===== src/rtl/ptrk_pkg.sv =====
package ptrk_pkg;
    typedef enum logic {
        REQ_READ  = 1'b0,
        REQ_CHECK = 1'b1
    } req_kind_e;
endpackage


===== src/rtl/ptrk_state.sv =====
module ptrk_state #(
    parameter int NUM_REGS = 128,
    parameter int IDX_W    = $clog2(NUM_REGS)
) (
    input  logic                clk,
    input  logic                rst_n,
    input  logic                iss_valid,
    input  logic [IDX_W-1:0]    iss_reg,
    input  logic                cmp_valid,
    input  logic [IDX_W-1:0]    cmp_reg,
    input  logic                cmp_fault,
    input  logic                wr_valid,
    input  logic [IDX_W-1:0]    wr_reg,
    output logic [NUM_REGS-1:0] pend_q,
    output logic [NUM_REGS-1:0] pois_q
);
    typedef struct packed {
        logic [NUM_REGS-1:0] pend;
        logic [NUM_REGS-1:0] pois;
    } state_t;

    state_t st_d, st_q;

    always_comb begin
        st_d = st_q;
        for (int i = 0; i < NUM_REGS; i++) begin
            if (wr_valid && wr_reg == IDX_W'(i)) begin
                st_d.pend[i] = 1'b0;
                st_d.pois[i] = 1'b0;
            end else if (iss_valid && iss_reg == IDX_W'(i)) begin
                st_d.pend[i] = 1'b1;
                st_d.pois[i] = 1'b0;
            end else if (cmp_valid && cmp_reg == IDX_W'(i) && st_q.pend[i]) begin
                st_d.pend[i] = 1'b0;
                st_d.pois[i] = cmp_fault;
            end
        end
    end

    always_ff @(posedge clk) begin
        if (!rst_n) st_q <= '0;
        else        st_q <= st_d;
    end

    assign pend_q = st_q.pend;
    assign pois_q = st_q.pois;

    assert_issue_sets_pending_R2: assert property (@(posedge clk) disable iff (!rst_n)
        iss_valid && !(wr_valid && wr_reg == iss_reg)
        |=> pend_q[$past(iss_reg)] && !pois_q[$past(iss_reg)]);

    assert_write_repairs_R9: assert property (@(posedge clk) disable iff (!rst_n)
        wr_valid |=> !pend_q[$past(wr_reg)] && !pois_q[$past(wr_reg)]);

    assert_stale_completion_ignored_R10: assert property (@(posedge clk) disable iff (!rst_n)
        cmp_valid && !pend_q[cmp_reg]
        && !(wr_valid && wr_reg == cmp_reg) && !(iss_valid && iss_reg == cmp_reg)
        |=> pois_q[$past(cmp_reg)] == $past(pois_q[cmp_reg]) && !pend_q[$past(cmp_reg)]);

    assert_fault_poisons_R4: assert property (@(posedge clk) disable iff (!rst_n)
        cmp_valid && cmp_fault && pend_q[cmp_reg]
        && !(wr_valid && wr_reg == cmp_reg) && !(iss_valid && iss_reg == cmp_reg)
        |=> pois_q[$past(cmp_reg)] && !pend_q[$past(cmp_reg)]);
endmodule


===== src/rtl/ptrk_resolver.sv =====
module ptrk_resolver
    import ptrk_pkg::*;
#(
    parameter int NUM_REGS = 128,
    parameter int IDX_W    = $clog2(NUM_REGS)
) (
    input  logic                req_valid,
    input  req_kind_e           req_kind,
    input  logic [IDX_W-1:0]    req_reg,
    input  logic [NUM_REGS-1:0] pend_q,
    input  logic [NUM_REGS-1:0] pois_q,
    output logic                stall,
    output logic                hit_poison
);
    logic sel_pend, sel_pois;

    always_comb begin
        sel_pend   = pend_q[req_reg];
        sel_pois   = pois_q[req_reg];
        stall      = req_valid && (req_kind == REQ_CHECK) && sel_pend;
        hit_poison = req_valid && sel_pois;
    end

    always_comb begin
        assert_read_never_stalls_R7: assert (!(req_valid && req_kind == REQ_READ && stall));
        assert_flags_exclusive_R2: assert (!(sel_pend && sel_pois));
    end
endmodule


===== src/rtl/spec_poison_tracker.sv =====
module spec_poison_tracker
    import ptrk_pkg::*;
#(
    parameter int NUM_REGS = 128,
    parameter int IDX_W    = $clog2(NUM_REGS)
) (
    input  logic             clk,
    input  logic             rst_n,
    input  logic             iss_valid,
    input  logic [IDX_W-1:0] iss_reg,
    input  logic             cmp_valid,
    input  logic [IDX_W-1:0] cmp_reg,
    input  logic             cmp_fault,
    input  logic             wr_valid,
    input  logic [IDX_W-1:0] wr_reg,
    input  logic             req_valid,
    input  logic             req_is_check,
    input  logic [IDX_W-1:0] req_reg,
    output logic             stall,
    output logic             exc_valid,
    output logic [IDX_W-1:0] exc_reg
);
    typedef struct packed {
        logic             valid;
        logic [IDX_W-1:0] idx;
    } exc_t;

    logic [NUM_REGS-1:0] pend_q, pois_q;
    logic                hit_poison;
    req_kind_e           req_kind;
    exc_t                exc_d, exc_q;

    assign req_kind = req_is_check ? REQ_CHECK : REQ_READ;

    ptrk_state #(.NUM_REGS(NUM_REGS), .IDX_W(IDX_W)) u_state (
        .clk(clk), .rst_n(rst_n),
        .iss_valid(iss_valid), .iss_reg(iss_reg),
        .cmp_valid(cmp_valid), .cmp_reg(cmp_reg), .cmp_fault(cmp_fault),
        .wr_valid(wr_valid), .wr_reg(wr_reg),
        .pend_q(pend_q), .pois_q(pois_q)
    );

    ptrk_resolver #(.NUM_REGS(NUM_REGS), .IDX_W(IDX_W)) u_resolver (
        .req_valid(req_valid), .req_kind(req_kind), .req_reg(req_reg),
        .pend_q(pend_q), .pois_q(pois_q),
        .stall(stall), .hit_poison(hit_poison)
    );

    always_comb begin
        exc_d.valid = hit_poison;
        exc_d.idx   = hit_poison ? req_reg : '0;
    end

    always_ff @(posedge clk) begin
        if (!rst_n) exc_q <= '0;
        else        exc_q <= exc_d;
    end

    assign exc_valid = exc_q.valid;
    assign exc_reg   = exc_q.idx;

    assert_exc_from_poisoned_use_R6: assert property (@(posedge clk) disable iff (!rst_n)
        exc_valid |-> $past(req_valid) && $past(pois_q[req_reg]) && exc_reg == $past(req_reg));

    assert_clean_use_no_exc_R8: assert property (@(posedge clk) disable iff (!rst_n)
        !(req_valid && pois_q[req_reg]) |=> !exc_valid);

    assert_stall_only_on_check_R5: assert property (@(posedge clk) disable iff (!rst_n)
        stall |-> req_valid && req_is_check && pend_q[req_reg]);

    assert_fault_not_immediate_R4: assert property (@(posedge clk) disable iff (!rst_n)
        cmp_valid && cmp_fault && !req_valid |=> !exc_valid);
endmodule


===== config.mk =====
export PLATFORM = sky130hd
export DESIGN_NAME = spec_poison_tracker
export DESIGN_NICKNAME = d
export VERILOG_FILES = /design/src/rtl/ptrk_pkg.sv /design/src/rtl/ptrk_state.sv /design/src/rtl/ptrk_resolver.sv /design/src/rtl/spec_poison_tracker.sv
export SDC_FILE = /design/constraint.sdc
export NUM_CORES = 1
export LEC_CHECK = 0
export ABC_AREA = 1
export BUFFER_PORTS_ARGS = -buffer_cell sky130_fd_sc_hd__buf_2
export CAP_MARGIN = 40
export CORE_AREA = 2 2 171 173
export CTS_CLUSTER_SIZE = 16
export DETAILED_ROUTE_END_ITERATION = 16
export DIE_AREA = 0 0 173 175
export PLACE_DENSITY_LB_ADDON = 0.2
export RECOVER_POWER = 100
export SYNTH_ARGS = -nofsm -noshare
export SYNTH_HDL_FRONTEND = slang
export SYNTH_HIERARCHICAL = 1
export SYNTH_SLANG_ARGS = --single-unit

===== constraint.sdc =====
create_clock -name clk -period 1.9 [get_ports clk]
set_clock_uncertainty 0.2 [all_clocks]
set_input_delay 0.095 -clock clk [delete_from_list [all_inputs] [get_ports clk]]
set_output_delay 0.095 -clock clk [all_outputs]
set_load 0.01 [all_outputs]

# Word level (Yosys, flattened, before mapping)
# Cells that the tools add are included.
[word_totals] reg_bits=264 inputBits=36
[classes] magnitude_cmp=1 n_eq_ne=381 muxes=261 n_bitwise=1 reduce_logical=903
[ops] cell="$eq 7x7->1 const B" count=192
[ops] cell="$eq 7x6->1 const B" count=96
[ops] cell="$logic_and 1x1->1" count=515
[ops] cell="$reduce_or 3->1" count=128
[ops] cell="$eq 7x5->1 const B" count=48
[ops] cell="$mux 1" count=259
[ops] cell="$reduce_bool 2->1" count=128
[ops] cell="$reduce_or 2->1" count=128
[ops] cell="$eq 7x4->1 const B" count=24
[ops] cell="$eq 7x3->1 const B" count=12
[ops] cell="$eq 7x2->1 const B" count=6
[ops] cell="$eq 7x1->1 const B" count=3
[ops] cell="$logic_not 7->1" count=3
[ops] cell="$bmux 1 s7" count=2
[ops] cell="$lt 7x8->1 const B" count=1
[ops] cell="$reduce_and 2->1" count=1
[ops] cell="$not 1->1" count=1

# Depth between registers and ports, before layout
[logic_depth] word_depth=5 depth_mapped=15 mapped_depth_nobuf=13

# Hierarchy
# Netlist, hierarchy kept.
[by_module_without_submodules] module="ptrk_state" instances=1 cells_each=1939 area_per_inst_um2=12693.4
[by_module_without_submodules] module="ptrk_resolver" instances=1 cells_each=590 area_per_inst_um2=2572.5
[by_module_without_submodules] module="spec_poison_tracker" instances=1 cells_each=24 area_per_inst_um2=222.7

# Least setup slack after synthesis
# Ideal clock, no wire load.
[synth_timing] path_kind="in2reg" start="in req_reg[3]" end="reg exc_q (netlist bit exc_reg[0])" setup_ns=0.115 arrival_ns=1.247 required_ns=1.585 slack_ns=0.338 stages=12 path_cell_list="buf_2 > inv_1 > clkbuf_1 > nand3_1 > nand2_1 > nand2_1 > nand3_1 > nand2_1 > nor2_1 > nor2_1 > nand2_2 > nor2_1"
[synth_between] elab_chain_cells=4
[synth_lines] item="start: declaration" line="spec_poison_tracker.sv:18" source="input logic [IDX_W-1:0] req_reg,"
[synth_lines] item="$bmux 1 s7" line="ptrk_resolver.sv:19" source="sel_pois = pois_q[req_reg];"
[synth_lines] item="$mux 1 (implied by the code)" line="ptrk_resolver.sv:19"
[synth_lines] item="$logic_and 1x1->1" line="ptrk_resolver.sv:21" source="hit_poison = req_valid && sel_pois;"
[synth_lines] item="net hit_poison" line="spec_poison_tracker.sv:29" source="logic hit_poison;"
[synth_lines] item="$reduce_and 2->1 (no line)"
[synth_lines] item="end signal: assignment" line="spec_poison_tracker.sv:55" source="if (!rst_n) exc_q <= '0;"
[synth_lines] item="end signal: assignment" line="spec_poison_tracker.sv:56" source="else exc_q <= exc_d;"
[synth_lines] item="end: declaration" line="spec_poison_tracker.sv:31" source="exc_t exc_d, exc_q;"
# The timed path passes the listed nets, and every way through them passes these cells. The select of a mux whose other input is x is not followed.
# A chain may end at the register's enable or synchronous reset.

# Worst setup path after layout
[layout_timing] start="reg u_state.st_q (netlist bit u_state/pend_q[80])" end="out stall"
[layout_between] elab_chain_cells=3
[layout_lines] item="start: declaration" line="ptrk_state.sv:22" source="state_t st_d, st_q;"
[layout_lines] item="start signal: assignment" line="ptrk_state.sv:42" source="else st_q <= st_d;"
[layout_lines] item="$bmux 1 s7" line="ptrk_resolver.sv:18" source="sel_pend = pend_q[req_reg];"
[layout_lines] item="$mux 1 (implied by the code)" line="ptrk_resolver.sv:18"
[layout_lines] item="$logic_and 1x1->1" line="ptrk_resolver.sv:20" source="stall = req_valid && (req_kind == REQ_CHECK) && sel_pend;"
[layout_lines] item="end: declaration" line="spec_poison_tracker.sv:19" source="output logic stall,"
# No other way between the ends. The select of a mux whose other input is x is not followed.

==> results.sh <==
export IMPL_clk_path_buf_depth=3
export IMPL_crit_type="reg2out"
export IMPL_tightest_slew_ns=0.993
export IMPL_ys_seq_area_share_pct=34.1
export IMPL_fp_dieArea_um2=30300
export IMPL_grt_overflow_total=0
export IMPL_r2r_start="u_state/pois_q[80]"
export IMPL_outcome="complete, but fails checks"
export IMPL_worstPathRequired_ns=1.60
export IMPL_min_from="cmp_reg[0]"
export IMPL_grt_usage_pct=45.5
export IMPL_start_util_pct=54.6
export IMPL_power_mw=13.4
export IMPL_portBuffers=44
export IMPL_ios=45
export IMPL_grt_busiest_layer="met2"
export IMPL_drt_pass1_iter_count=8
export IMPL_hold_end="u_state/pois_q[114]"
export IMPL_ff2ff_path_depth=13
export IMPL_relSlewSlack_pct=33.6
export IMPL_dpl_cell_count=3012
export IMPL_fillers=2580
export IMPL_maxCapViolCount=0
export IMPL_instances_no_fill=3143
export IMPL_failed_checks="negative setup slack"
export IMPL_synthArstFlopShare_pct=0
export IMPL_syn_inst=2553
export IMPL_power_leakage_nw=7.56
export IMPL_coreArea_um2=28400
export IMPL_postPlaceCellArea_um2=17300
export IMPL_avgViaCountPerCell=6.43
export IMPL_grtUsageMet3_pct=12.1
export IMPL_final_util_pct=68.4
export IMPL_antenna_found_initial=1
export IMPL_worstPathArrival_ns=1.98
export IMPL_rows=62
export IMPL_routabilityCongestion=1.05
export IMPL_synthFlopType="dfxtp_1"
export IMPL_reg2reg_to="exc_reg[3]"
export IMPL_post_route_period_util_pct=120
export IMPL_end_kind="primary output"
export IMPL_root_buffer="clkbuf_16"
export IMPL_regArea_um2=5480
export IMPL_crit_fanout=4
export IMPL_use_met2_pct=67.4
export IMPL_multi_input_area_um2=9530
export IMPL_vias=20222
export IMPL_dieHeight_um=175
export IMPL_worst_skew_pair_late_latency_ns=0.59
export IMPL_ir_worst_vdd_uv=742
export IMPL_min_period_ns=2.27
export IMPL_whs_path_depth=7
export IMPL_grt_pass1_vias=18564
export IMPL_drt_wl_total_um=71500
export IMPL_final_nets=2771
export IMPL_setup_ws_ns=-0.373
export IMPL_clock_sinks=264
export IMPL_finalMaxSlewViolations=0
export IMPL_ant_nets=0
export IMPL_synth_seq_cells=264
export IMPL_finalSetupTns_ns=-2.04
export IMPL_htree_levels=1
export IMPL_critPathLaunchType="flop"
export IMPL_route_detailed_drc=0
export IMPL_cts_made_buffers=30
export IMPL_grt_pass1_wl_um=107000
export IMPL_routedWlPerCell_um=22.8
export IMPL_syn_nets=2589
export IMPL_hold_violations=0
export IMPL_synth_cell_types=23
export IMPL_powerDensity_nw_per_um2=691
export IMPL_drtIter0Drc=3064
export IMPL_setup_violations=46
export IMPL_hp_class="in2reg"
export IMPL_whs_ns=0.0225
export IMPL_fmax_mhz=440
export IMPL_netlist_area_um2=15500
export IMPL_design_area_um2=19400
export IMPL_dp_hpwl_um=48700
export IMPL_avgSynthCellArea_um2=6.07
export IMPL_synth_edff_count=0
export IMPL_grt_max_degree=107
export IMPL_die_x_um=173
export IMPL_ff2ff_setup_slack_ns=-0.07
export IMPL_synthToLayoutAreaGrowth_pct=25.4
export IMPL_path_clk_slew_ns=0.06
export IMPL_yosysWarningCount=6
export IMPL_cts_tree="built"
export IMPL_rsz0062_at_grt="yes"
export IMPL_use_met1_pct=57.4
export IMPL_drive_above_1_share_pct=18.9
export IMPL_place_ws_ns=-0.262
-- how the worst max path moves through the flow --
stage / start / end / slack [ns] / cells after the start
6_report: u_state/pend_q[80] / stall / -0.37 / 11
5_1_grt: u_state/pend_q[31] / stall / -0.40 / 11
4_1_cts: u_state/pend_q[121] / stall / -0.33 / 11
3_5_place_dp: req_reg[0] / exc_reg[6] / -0.26 / 15
3_3_place_gp: req_reg[0] / exc_reg[3] / -0.24 / 15
2_1_floorplan: req_reg[3] / exc_reg[0] / 0.34 / 12
-- area by class of cell --
type	count	share of cell area, %
clock buffers	41	4.49
repair buffers	303	12.8
well taps	384	2.47
multi-input cells	2021	49.1
diodes	1	0.0129
clock inverters	14	0.696
inverters	115	2.25
flip-flops and latches	264	28.2
-- cell families after synthesis --
| kind of cell | share of synthesized area, % |
|---|---|
| AOI/OAI and AO/OA | 13.2 |
| buffers and inverters | 7.12 |
| and+or+nand+nor | 45.5 |
| DFF | 34.1 |
-- layer usage --
layer | up-vias | part of all wire [%]
met5 | - | 0
met4 | 0 | 8.4
met3 | 368 | 14
met2 | 1604 | 41
met1 | 9244 | 36
li1 | 9006 | -
-- cell usage after synthesis (3+ instances only) --
master    number  area, um^2
nand2_1      816        3060
nand3_1      466        2330
dfxtp_1      264        5290
a21oi_1      222        1110
nor2_1       189         709
o21ai_0      143         716
nand4_1      122         763
inv_1        106         398
clkbuf_1      63         236
buf_2         60         300
buf_1         24        90.1
nor3_1        21         105
a31oi_1       16         100
a21boi_0      12        90.1
buf_4          6        45.0
inv_2          5        18.8
nor2_2         5        31.3
clkinv_1       4        15.0
o211ai_1       3        22.5
-- critical path, cell delays in order (launching register included) --
cell,delay [ns]
dfxtp_4,0.37
nand2_2,0.07
nand3_2,0.11
nand3_4,0.10
nand3_4,0.10
nand2_2,0.05
nand2_1,0.05
nand3_1,0.06
nand3_1,0.09
nand2_1,0.06
nor2_2,0.16
buf_2,0.16
-- placed cells by master (no fill, tap or decap), drive strengths merged --
master	synthesis	layout
dlygate4sd3	0	45
o21ai	143	143
a21oi	222	222
clkinv	4	16
nor2	196	196
nand3	466	466
a31oi	16	16
nand4	122	122
buf	90	214
diode	0	1
bufinv	0	2
inv	111	110
clkinvlp	0	1
nand2	817	817
dfxtp	264	264
nor3	23	23
a21boi	13	13
o211ai	3	3
clkbuf	63	85
-- power by group --
| part | internal [mW] | switching, mW | total [mW] |
|---|---|---|---|
| Clock | 3.47 | 2.54 | 6.01 |
| Sequential | 5.52 | 0.0131 | 5.54 |
| Combinational | 0.573 | 1.30 | 1.87 |
-- timing repair --
item | 4_1_cts | 5_1_grt
setup buffers | 4 | 26
hold endpoints to repair | 247 | 0
hold buffers | 46 | 0
pin swaps | 6 | 36
gates resized for setup | 95 | 145
setup endpoints to repair | 1 | 39
(Power assumes the default switching activity.)
